`src/rtl/rwm_pkg.sv`:
```
package rwm_pkg;

    // State of the optional registered output stage.
    typedef enum logic {
        OS_EMPTY = 1'b0,
        OS_FULL  = 1'b1
    } ostate_e;

endpackage

```
`src/rtl/rwm_rotate.sv`:
```
module rwm_rotate #(
    parameter int XLEN = 64
) (
    input  logic [XLEN-1:0]         src,
    input  logic [$clog2(XLEN)-1:0] amt,
    input  logic                    wide,
    output logic [XLEN-1:0]         rot
);
    localparam int SHW  = $clog2(XLEN);
    localparam int HALF = XLEN / 2;

    logic [XLEN-1:0]   word;
    logic [SHW-1:0]    amt_eff;
    logic [2*XLEN-1:0] dbl;

    always_comb begin
        // Narrow mode copies the low half into both halves and rotates the whole word.
        word    = wide ? src : {src[HALF-1:0], src[HALF-1:0]};
        amt_eff = wide ? amt : {1'b0, amt[SHW-2:0]};
        dbl     = {word, word} << amt_eff;
        rot     = dbl[2*XLEN-1:XLEN];
    end
endmodule

```
`src/rtl/rwm_mask.sv`:
```
module rwm_mask #(
    parameter int XLEN = 64
) (
    input  logic [$clog2(XLEN)-1:0] first,
    input  logic [$clog2(XLEN)-1:0] last,
    input  logic                    wide,
    output logic [XLEN-1:0]         mask
);
    localparam int SHW = $clog2(XLEN);

    logic [SHW-1:0]  x_pos;
    logic [SHW-1:0]  y_pos;
    logic [XLEN-1:0] from_x;  // MSB-first positions >= x
    logic [XLEN-1:0] upto_y;  // MSB-first positions <= y
    logic            wrap;

    always_comb begin
        // Setting the top bound bit adds HALF in narrow mode.
        x_pos  = wide ? first : {1'b1, first[SHW-2:0]};
        y_pos  = wide ? last  : {1'b1, last[SHW-2:0]};
        wrap   = x_pos > y_pos;
        from_x = {XLEN{1'b1}} >> x_pos;
        upto_y = ~(({XLEN{1'b1}} >> y_pos) >> 1);
        mask   = wrap ? (from_x | upto_y) : (from_x & upto_y);
    end
endmodule

```
`src/rtl/rwm_outstage.sv`:
```
module rwm_outstage
    import rwm_pkg::*;
#(
    parameter int XLEN = 64
) (
    input  logic            clk,
    input  logic            rst_n,
    input  logic            in_valid,
    input  logic [XLEN-1:0] d_rot,
    input  logic [XLEN-1:0] d_mask,
    input  logic [XLEN-1:0] d_res,
    output logic            out_valid,
    output logic [XLEN-1:0] q_rot,
    output logic [XLEN-1:0] q_mask,
    output logic [XLEN-1:0] q_res
);
    ostate_e state_q;
    ostate_e state_d;

    always_comb begin
        state_d = state_q;
        unique case (state_q)
            OS_EMPTY: if (in_valid)  state_d = OS_FULL;   // load
            OS_FULL:  if (!in_valid) state_d = OS_EMPTY;  // drain, else reload
            default:  state_d = OS_EMPTY;
        endcase
    end

    always_ff @(posedge clk or negedge rst_n) begin
        if (!rst_n) state_q <= OS_EMPTY;
        else        state_q <= state_d;
    end

    // Data registers carry no reset; they load only with a valid input.
    always_ff @(posedge clk) begin
        if (in_valid) begin
            q_rot  <= d_rot;
            q_mask <= d_mask;
            q_res  <= d_res;
        end
    end

    always_comb out_valid = (state_q == OS_FULL);
endmodule

```
`src/rtl/rwm_unit.sv`:
```
module rwm_unit #(
    parameter int XLEN    = 64,
    parameter bit REG_OUT = 1'b1
) (
    input  logic                    clk,
    input  logic                    rst_n,
    input  logic                    in_valid,
    input  logic [XLEN-1:0]         src,
    input  logic [$clog2(XLEN)-1:0] rot_amt,
    input  logic                    wide,
    input  logic [$clog2(XLEN)-1:0] mb,
    input  logic [$clog2(XLEN)-1:0] me,
    output logic                    out_valid,
    output logic [XLEN-1:0]         rot_out,
    output logic [XLEN-1:0]         mask_out,
    output logic [XLEN-1:0]         res_out
);
    logic [XLEN-1:0] rot_c;
    logic [XLEN-1:0] mask_c;
    logic [XLEN-1:0] res_c;

    rwm_rotate #(.XLEN(XLEN)) u_rot (
        .src  (src),
        .amt  (rot_amt),
        .wide (wide),
        .rot  (rot_c)
    );

    rwm_mask #(.XLEN(XLEN)) u_mask (
        .first (mb),
        .last  (me),
        .wide  (wide),
        .mask  (mask_c)
    );

    always_comb res_c = rot_c & mask_c;

    generate
        if (REG_OUT) begin : g_reg
            rwm_outstage #(.XLEN(XLEN)) u_out (
                .clk       (clk),
                .rst_n     (rst_n),
                .in_valid  (in_valid),
                .d_rot     (rot_c),
                .d_mask    (mask_c),
                .d_res     (res_c),
                .out_valid (out_valid),
                .q_rot     (rot_out),
                .q_mask    (mask_out),
                .q_res     (res_out)
            );
        end else begin : g_comb
            always_comb begin
                out_valid = in_valid;
                rot_out   = rot_c;
                mask_out  = mask_c;
                res_out   = res_c;
            end
        end
    endgenerate
endmodule

```
`config.mk`:
```
export PLATFORM = sky130hd
export DESIGN_NAME = rwm_unit
export DESIGN_NICKNAME = d
export VERILOG_FILES = /design/src/rtl/rwm_pkg.sv /design/src/rtl/rwm_rotate.sv /design/src/rtl/rwm_mask.sv /design/src/rtl/rwm_outstage.sv /design/src/rtl/rwm_unit.sv
export SDC_FILE = /design/constraint.sdc
export NUM_CORES = 1
export LEC_CHECK = 0
export BUFFER_PORTS_ARGS = -buffer_cell sky130_fd_sc_hd__buf_2
export CAP_MARGIN = 40
export CORE_ASPECT_RATIO = 0.9
export CORE_UTILIZATION = 41
export DETAILED_ROUTE_END_ITERATION = 8
export PLACE_DENSITY_LB_ADDON = 0.15
export SYNTH_ARGS = -nofsm -noshare
export SYNTH_HDL_FRONTEND = slang
export SYNTH_HIERARCHICAL = 1
export SYNTH_SLANG_ARGS = --single-unit
```
`constraint.sdc`:
```
create_clock -name clk -period 0.8 [get_ports clk]
set_input_delay 0.08 -clock clk [delete_from_list [all_inputs] [get_ports clk]]
set_output_delay 0.08 -clock clk [all_outputs]
set_load 0.05 [all_outputs]
```
* Word-level counts from Yosys, hierarchy flattened *
Cells that the tools add are included.

word-level totals
  register bits after elaboration = 193
  bits of input ports = 86
  output and inout bits = 193
  logic and storage cells = 18

cells by class
  magnitude comparators = 1
  shift operators = 3
  multiplexer cells = 6
  bitwise logic cells = 4

operators with widths
  kind                     count
  $and A64 B64 Y64         2
  $mux W64                 2
  $shl A128 B6 Y128        1
  $shr A64 B6 Y64 const A  2
  $not A63 Y64             1
  $or A64 B64 Y64          1
  $mux W6                  3
  $gt A6 B6 Y1             1
  $mux W1                  1

* Depth between registers and ports, before layout *
Gate-level depths: netlist (run 1).

  word-level depth = 6
  gate-level depth with buffers = 12
  depth with buffers taken out = 8

* Hierarchy *
Netlist (run 1), hierarchy kept.

by module, submodules not included
  module        instances  cells each  area an instance (sq um)  sequential area each (sq um)
  rwm_rotate    1          796         7036.7                    0.0
  rwm_outstage  1          193         5790.6                    5790.6
  rwm_mask      1          312         1935.6                    0.0
  rwm_unit      1          64          400.4                     0.0

* Worst setup path after synthesis (run 1) *
OpenSTA, ideal clock, no wires.

  path type = input port to flip-flop
  from = input port rot_amt[1]
  to = register g_reg.u_out.q_res[48] (data pin)
  setup time = 0.255 ns
  data arrival time = 2.162 ns
  slack = -1.617 ns
  cell stages on the path = 7
  path buffers = 2
  cells stage by stage = buf_4 buf_4 mux4_2 mux2_2 mux2_2 mux4_2 and2_1

on the way
  longest elaborated chain between the ends = 3

RTL lines
  what                    line                RTL
  start: declaration      rwm_unit.sv:9       input logic [$clog2(XLEN)-1:0] rot_amt,
  $mux W6                 rwm_rotate.sv:19    amt_eff = wide ? amt : {1'b0, amt[SHW-2:0]};
  $shl A128 B6 Y128       rwm_rotate.sv:20    dbl = {word, word} << amt_eff;
  net rot_c[48]           rwm_unit.sv:18      logic [XLEN-1:0] rot_c;
  $and A64 B64 Y64        rwm_unit.sv:36      always_comb res_c = rot_c & mask_c;
  net res_c[48]           rwm_unit.sv:20      logic [XLEN-1:0] res_c;
  end signal: assignment  rwm_outstage.sv:39  q_res <= d_res;
  end: declaration        rwm_outstage.sv:15  output logic [XLEN-1:0] q_res

The timed path passes the listed nets, and every way through them passes these cells.
A chain may end at the register's enable or synchronous reset.

* Final worst setup path (run 1) *
  from = input port rot_amt[0]
  to = register g_reg.u_out.q_res[47] (data pin)

Same word-level chain as after synthesis.

==> flow_summary_export.csv, run 1 <==
group,metric,value,unit
logic_synthesis,ys_ff_latch,193,
die,die_h,184,um
clock_tree,cts_tree,"built",
sta,hold_viol_final,0,
sta,tightest_slew,0.620,ns
route,wl_met3,7990,um
placement,place_congestion,1.01,
critical_path,cp_cell_sequence,"buf_16 > buf_12 > buf_16 > mux2_4 > mux4_2 > mux2i_2 > nor2_2 > o31a_1 > mux2_4 > and2_4",
sta,slew_viol_final,0,
logic_synthesis,synth_edf_count,192,
pwr,peakVddDrop,0.00189,V
global_route,grt_pass1_wl,96900,um
status,outcome,"finished, violations left",
route,dr.pass1.iters,6,
die,start_util,41.8,%
critical_path,cp.required,1.01,ns
route,routed_via_density,6.07,
sta,rsz0062_at_grt,"yes",
die,rows,66,
status,violations,"setup timing",
placement,place_hpwl,50200,um
pwr,power_density,1820,nW/um2
clock_tree,clock-root-buffer,"clkbuf_16",
route,met1Wirelength,28100,um
global_route,antenna_found_initial,1,
global_route,gr-usage-all-layers,35.2,%
finish,antenna_cells,0,
critical_path,max_stage_delay,0.57,ns
finish,fin_cells,2564,
logic_synthesis,ys_warn_count,6,
route,highest-signal-layer,"met4",
finish,design_area,25800,um2
clock_tree,cts_max_level,4,
job,drv_cap,0,
placement,placedCellCount,2435,
finish,fin_nets,2166,
logic_synthesis,syn-cell-area,15200,um2
critical_path,worstSetupStartpointType,"input pin",
finish,syn2layout_area_growth,70.2,%
sta,setup_viol,385,
die,core,36300,um2
global_route,first_global_vias,15000,
route,drt_wl_total,68800,um
route,final_antenna_net_count,0,
route,via_count,15600,
sta,fin_ws,-1.38,ns
die,die-area,37800,um2
die,boundaryPins,279,
logic_synthesis,synth_cells,1365,
route,drc,0,
finish,drive_above_1_share,64.3,%
placement,portBuffers,278,
critical_path,crit_type,"input pin to flip-flop",
pwr,total_power,47000,uW
critical_path,worstPathMaxFanout,5,
sta,hold_slack,0.0657,ns
clock_tree,clockBufferDepth,2,
route,drtIter0Drc,1754,
hold_path,hp-class,"input pin to flip-flop",
critical_path,cp_top_family,"multiplexers",
sta,maxSlewHeadroom,58.5,%
critical_path,crit_slowest_cell,"mux4_2",
logic_synthesis,ys.flop_type,"edfxtp_1",
global_route,grt_remaining_overflow,0,
sta,fmax,458,MHz
logic_synthesis,ys_seq_area_share,38.2,%
clock_tree,cts_sinks,193,
clock_tree,clk_pin_slew,0.07,ns
logic_synthesis,synthesis.nets,1456,
logic_synthesis,yosysUniqueCellTypes,73,
critical_path,critPathArrivalTime,2.40,ns
clock_tree,cts_buffers,17,
pwr,cellLeakagePower,0.0105,uW
route,wl_met2,30900,um
logic_synthesis,async_flop_share,0.518,%
global_route,grt_max_degree,43,
logic_synthesis,synth.avg_cell_area,11.1,um2
critical_path,crit_path_end_kind,"flip-flop",
sta,final.setup.tns,-273.81,ns
critical_path,cp_num_buf_inv,3,
die,die_w,205,um
route,wl_per_cell,26.8,um
sta,fin_crit,2.18,ns
finish,fillerInstances,2580,
sta,post-route-period-util,273,%
placement,place_area,20600,um2
-- power breakdown --
group          internal (uW)  switching [uW]  total [uW]
sequential             13000             776       13800
combinational          11100           13900       25000
clock                   4260            4040        8300
-- final cells by class --
type	count	area (um2)	share of cell area, %
flip-flops and latches	193	5790	22.4
well taps	476	596	2.31
multi-input cells	1027	10700	41.6
repair buffers	822	8050	31.2
inverters	14	78.8	0.305
clock inverters	13	121	0.470
clock buffers	19	453	1.75
-- sequential cells by signal, indices dropped and copies added, names as in the netlist --
name,flops
g_reg.u_out/out_valid,1
g_reg.u_out/q_mask,64
g_reg.u_out/q_res,64
g_reg.u_out/q_rot,64
-- cells in the final DEF, fill, tap and decap left out, types with 9 or more instances in the layout --
cell,n
mux2_2,19
maj3_2,49
nand2_2,11
buf_4,354
or2_2,9
mux4_2,97
a21oi_1,42
o21ai_1,12
o211ai_1,10
buf_6,321
o21ai_4,9
nor2_4,19
nor2_2,15
mux2i_1,63
buf_2,79
a211oi_2,9
and2_4,13
and2_1,67
nor2_1,82
mux2i_4,19
a211oi_4,10
buf_12,46
nand2_1,107
mux2_4,58
edfxtp_1,192
o22ai_2,12
clkbuf_16,22
a21oi_4,11
o21ai_2,9
o21ai_0,43
mux2i_2,19
-- what timing repair did --
| item | 4_1_cts | 5_1_grt |
|---|---|---|
| resized for setup | 354 | 765 |
| setup endpoints to repair | 385 | 385 |
| hold buffers | 2 | 0 |
| setup buffers | 73 | 33 |
| gates cloned | 11 | 5 |
| pin swaps | 93 | 84 |
| endpoints found under the hold margin | 1 | 0 |
-- logic make-up after synthesis --
logic type / after synthesis / synth area share, %
compound gates: 313 / 13.9
xor+xnor: 1 / 0.0578
fa+ha+maj: 54 / 4.04
buf+inv: 145 / 4.85
flops: 193 / 38.2
mux: 281 / 27.4
simple gates: 378 / 11.5
-- cells in the mapped netlist (6+ instances only) --
| master | count | area, um2 |
|---|---|---|
| a211o_1 | 7 | 61.3 |
| a211oi_1 | 23 | 173 |
| a21o_1 | 7 | 52.6 |
| a21oi_1 | 60 | 300 |
| a22o_1 | 6 | 52.6 |
| a22oi_1 | 12 | 90.1 |
| a31oi_1 | 12 | 75.1 |
| and2_1 | 80 | 500 |
| and3_1 | 7 | 43.8 |
| buf_1 | 13 | 48.8 |
| buf_2 | 27 | 135 |
| buf_4 | 11 | 82.6 |
| buf_6 | 14 | 158 |
| clkbuf_1 | 65 | 244 |
| edfxtp_1 | 192 | 5770 |
| inv_1 | 9 | 33.8 |
| maj3_2 | 48 | 541 |
| mux2_1 | 26 | 293 |
| mux2_2 | 51 | 574 |
| mux2_4 | 6 | 90.1 |
| mux2i_1 | 101 | 1010 |
| mux4_2 | 97 | 2180 |
| nand2_1 | 124 | 465 |
| nand3_1 | 8 | 40.0 |
| nor2_1 | 116 | 435 |
| nor2b_1 | 8 | 50.1 |
| nor3_1 | 9 | 45.0 |
| o211ai_1 | 10 | 75.1 |
| o21a_1 | 7 | 52.6 |
| o21ai_0 | 55 | 275 |
| o21ai_1 | 18 | 90.1 |
| o221ai_1 | 9 | 78.8 |
| o22ai_1 | 28 | 175 |
| o2bb2ai_1 | 6 | 52.6 |
| o31ai_1 | 7 | 52.6 |
| o32ai_1 | 6 | 52.6 |
| or2_2 | 9 | 56.3 |
-- metal layers --
metal / GRT usage, % / up-vias
li1: - / 6713
met1: 50.3 / 7726
met2: 52.5 / 991
met3: 9.05 / 145
met4: 9.70 / 0
met5: 0 / -
-- per-stage QoR --
step           utilization, %  worst slack, ns
2_1_floorplan               -            -1.54
3_3_place_gp             56.8            -1.99
3_5_place_dp             56.8            -2.01
4_1_cts                  65.3            -1.30
5_1_grt                  71.2            -1.37
6_report                 71.2            -1.38
-- final timing paths --
check / from / to / slack [ns] / depth (start not counted)
max in group asynchronous: rst_n / g_reg.u_out/out_valid$_DFF_PN0_ / 0.25 / 3
worst min-delay path: in_valid / g_reg.u_out/out_valid$_DFF_PN0_ / 0.07 / 2
min in group asynchronous: rst_n / g_reg.u_out/out_valid$_DFF_PN0_ / 0.45 / 3
worst max-delay path: rot_amt[0] / g_reg.u_out/q_res[47]$_DFFE_PP_ / -1.38 / 10
Note: power is estimated with default switching activity, not from simulation.
==> run 2: changes to the inputs <==
Settings changed: CORE_UTILIZATION 41 to 55.
Clock period 0.8 ns to 2.7 ns, I/O delays scaled along.
==> flow_summary_export.csv, run 2 (synthesis results as in run 1) <==
group,metric,value,unit
placement,place_hpwl,45500,um
global_route,global_route.usage.met1,59.5,%
sta,post-route-period-util,101,%
route,drtIter0Drc,2177,
critical_path,worstSetupStartpointType,"input pin",
clock_tree,cts_buffers,17,
finish,drive_above_1_share,44.7,%
finish,top_regs,"g_reg.u_out/q_mask (64), g_reg.u_out/q_res (64), g_reg.u_out/q_rot (64)",
global_route,use_met2,61.0,%
die,boundaryPins,279,
global_route,gr-usage-all-layers,41.6,%
critical_path,crit_path_end_kind,"flip-flop",
finish,final_common_cell,"buf_2",
clock_tree,cts_max_level,4,
die,die-area,28200,um2
die,start_util,56.1,%
critical_path,crit_type,"input pin to flip-flop",
finish,final_core_util,71.9,%
critical_path,critPathArrivalTime,2.91,ns
finish,antenna_cells,0,
sta,fin_crit,2.72,ns
finish,fillerInstances,1945,
critical_path,cpMostUsedCell,"buf_4",
route,final_antenna_net_count,0,
die,die_h,160,um
finish,layout_common_cells,"buf_2, buf_4, edfxtp_1",
critical_path,cp.required,2.90,ns
pwr,total_power,11800,uW
sta,final.setup.tns,-0.0182,ns
clock_tree,cts_sinks,193,
route,via_count,14300,
hold_path,hp-class,"input pin to asynchronous set/reset pin",
sta,maxSlewHeadroom,32.6,%
clock_tree,cts_tree,"built",
global_route,grt_max_degree,86,
clock_tree,cts.repair.resized,0,
placement,portBuffers,278,
route,routed_via_density,6.56,
global_route,grt_remaining_overflow,0,
critical_path,crit_slowest_cell,"mux4_2",
global_route,antenna_found_initial,0,
clock_tree,clockBufferDepth,2,
clock_tree,clock-root-buffer,"clkbuf_16",
sta,tightest_slew,1.01,ns
route,dr.pass1.iters,6,
sta,rsz0062_at_grt,"no",
job,drv_cap,0,
sta,fin_ws,-0.0182,ns
finish,syn2layout_area_growth,28.1,%
pwr,cellLeakagePower,0.00798,uW
critical_path,cp_cell_sequence,"buf_4 > buf_4 > mux4_2 > mux2i_1 > buf_4 > nor2_1 > a211o_1 > a31oi_1 > a221oi_1 > buf_4 > and2_1",
status,outcome,"finished, violations left",
global_route,first_global_vias,13600,
critical_path,worstPathMaxFanout,13,
route,drc,0,
global_route,grt-busiest-layer,"met2",
sta,slew_viol_final,0,
global_route,grt_pass1_wl,86200,um
critical_path,max_stage_delay,0.53,ns
placement,place_congestion,1.07,
die,die_w,177,um
clock_tree,clk_pin_slew,0.07,ns
finish,design_area,19400,um2
status,violations,"setup timing",
pwr,peakVddDrop,0.000630,V
finish,fin_nets,1906,
global_route,gr-usage-met3,12.1,%
route,wl_per_cell,26.5,um
die,core,27000,um2
sta,hold_viol_final,0,
die,rows,57,
route,drt_wl_total,57900,um
placement,place_area,18800,um2
pwr,power_density,609,nW/um2
sta,setup_viol,1,
sta,fmax,368,MHz
run 2: cell types whose count changed in the layout (fill, tap and decap cells not counted), moves of 20 or more:
cell,before,now
buf_2,79,275
buf_4,354,258
buf_6,321,1
mux2_1,6,26
mux2_2,19,51
mux2_4,58,6
mux2i_1,63,101
nor2_1,82,116
o22ai_1,8,28
run 2: where the power goes:
group	leakage, uW	switching (uW)	total (uW)	internal, uW
Combinational	0.00580	3440	5210	1770
Sequential	0.00188	118	3960	3840
Clock	0.000300	1150	2670	1530
Total	0.00798	4700	11800	7130
run 2: final timing paths:
| check | startpoint | end | cells after the start | slack, ns |
|---|---|---|---|---|
| setup / recovery | rot_amt[0] | g_reg.u_out/q_res[43]$_DFFE_PP_ | 11 | -0.02 |
| hold / removal | rst_n | g_reg.u_out/out_valid$_DFF_PN0_ | 2 | 0.13 |
| max in group asynchronous | rst_n | g_reg.u_out/out_valid$_DFF_PN0_ | 2 | 2.49 |
| min in group clk | in_valid | g_reg.u_out/q_mask[8]$_DFFE_PP_ | 1 | 0.18 |
run 2: final cells by class:
class	count	area (um2)	area share, %
Multi-Input combinational cell	1027	8640	44.5
Sequential cell	193	5790	29.8
Timing Repair Buffer	562	3870	19.9
Clock buffer	20	457	2.35
Tap cell	354	443	2.28
Clock inverter	12	169	0.869
Inverter	14	52.6	0.270
run 2: routing by layer:
layer / vias to the layer above / part of all wire [%]
met5: - / 0
met4: 0 / 2.7
met3: 108 / 13
met2: 1047 / 44
met1: 6988 / 40
li1: 6179 / -
run 2: critical path: cells and delay by family:
kind                   cells  cell delay [ns]
and+or+nand+nor            2             0.24
buffers and inverters      4             0.83
AOI/OAI and AO/OA          3             0.75
muxes                      2             0.81
run 2: stage by stage:
step | hold WS, ns | setup slack [ns] | cells
floorplan | -0.0256 | 0.0933 | 1365
global placement | 0.0449 | -0.355 | 2149
detailed placement | 0.0467 | -0.418 | 2149
CTS | 0.108 | 0.0522 | 2182
global route | 0.116 | 0.0117 | 2182
finish | 0.125 | -0.0182 | 2182
run 2: repair_timing:
item	in CTS	in global routing
buffers inserted	0	0
hold endpoints to repair	1	0
hold buffers	1	0
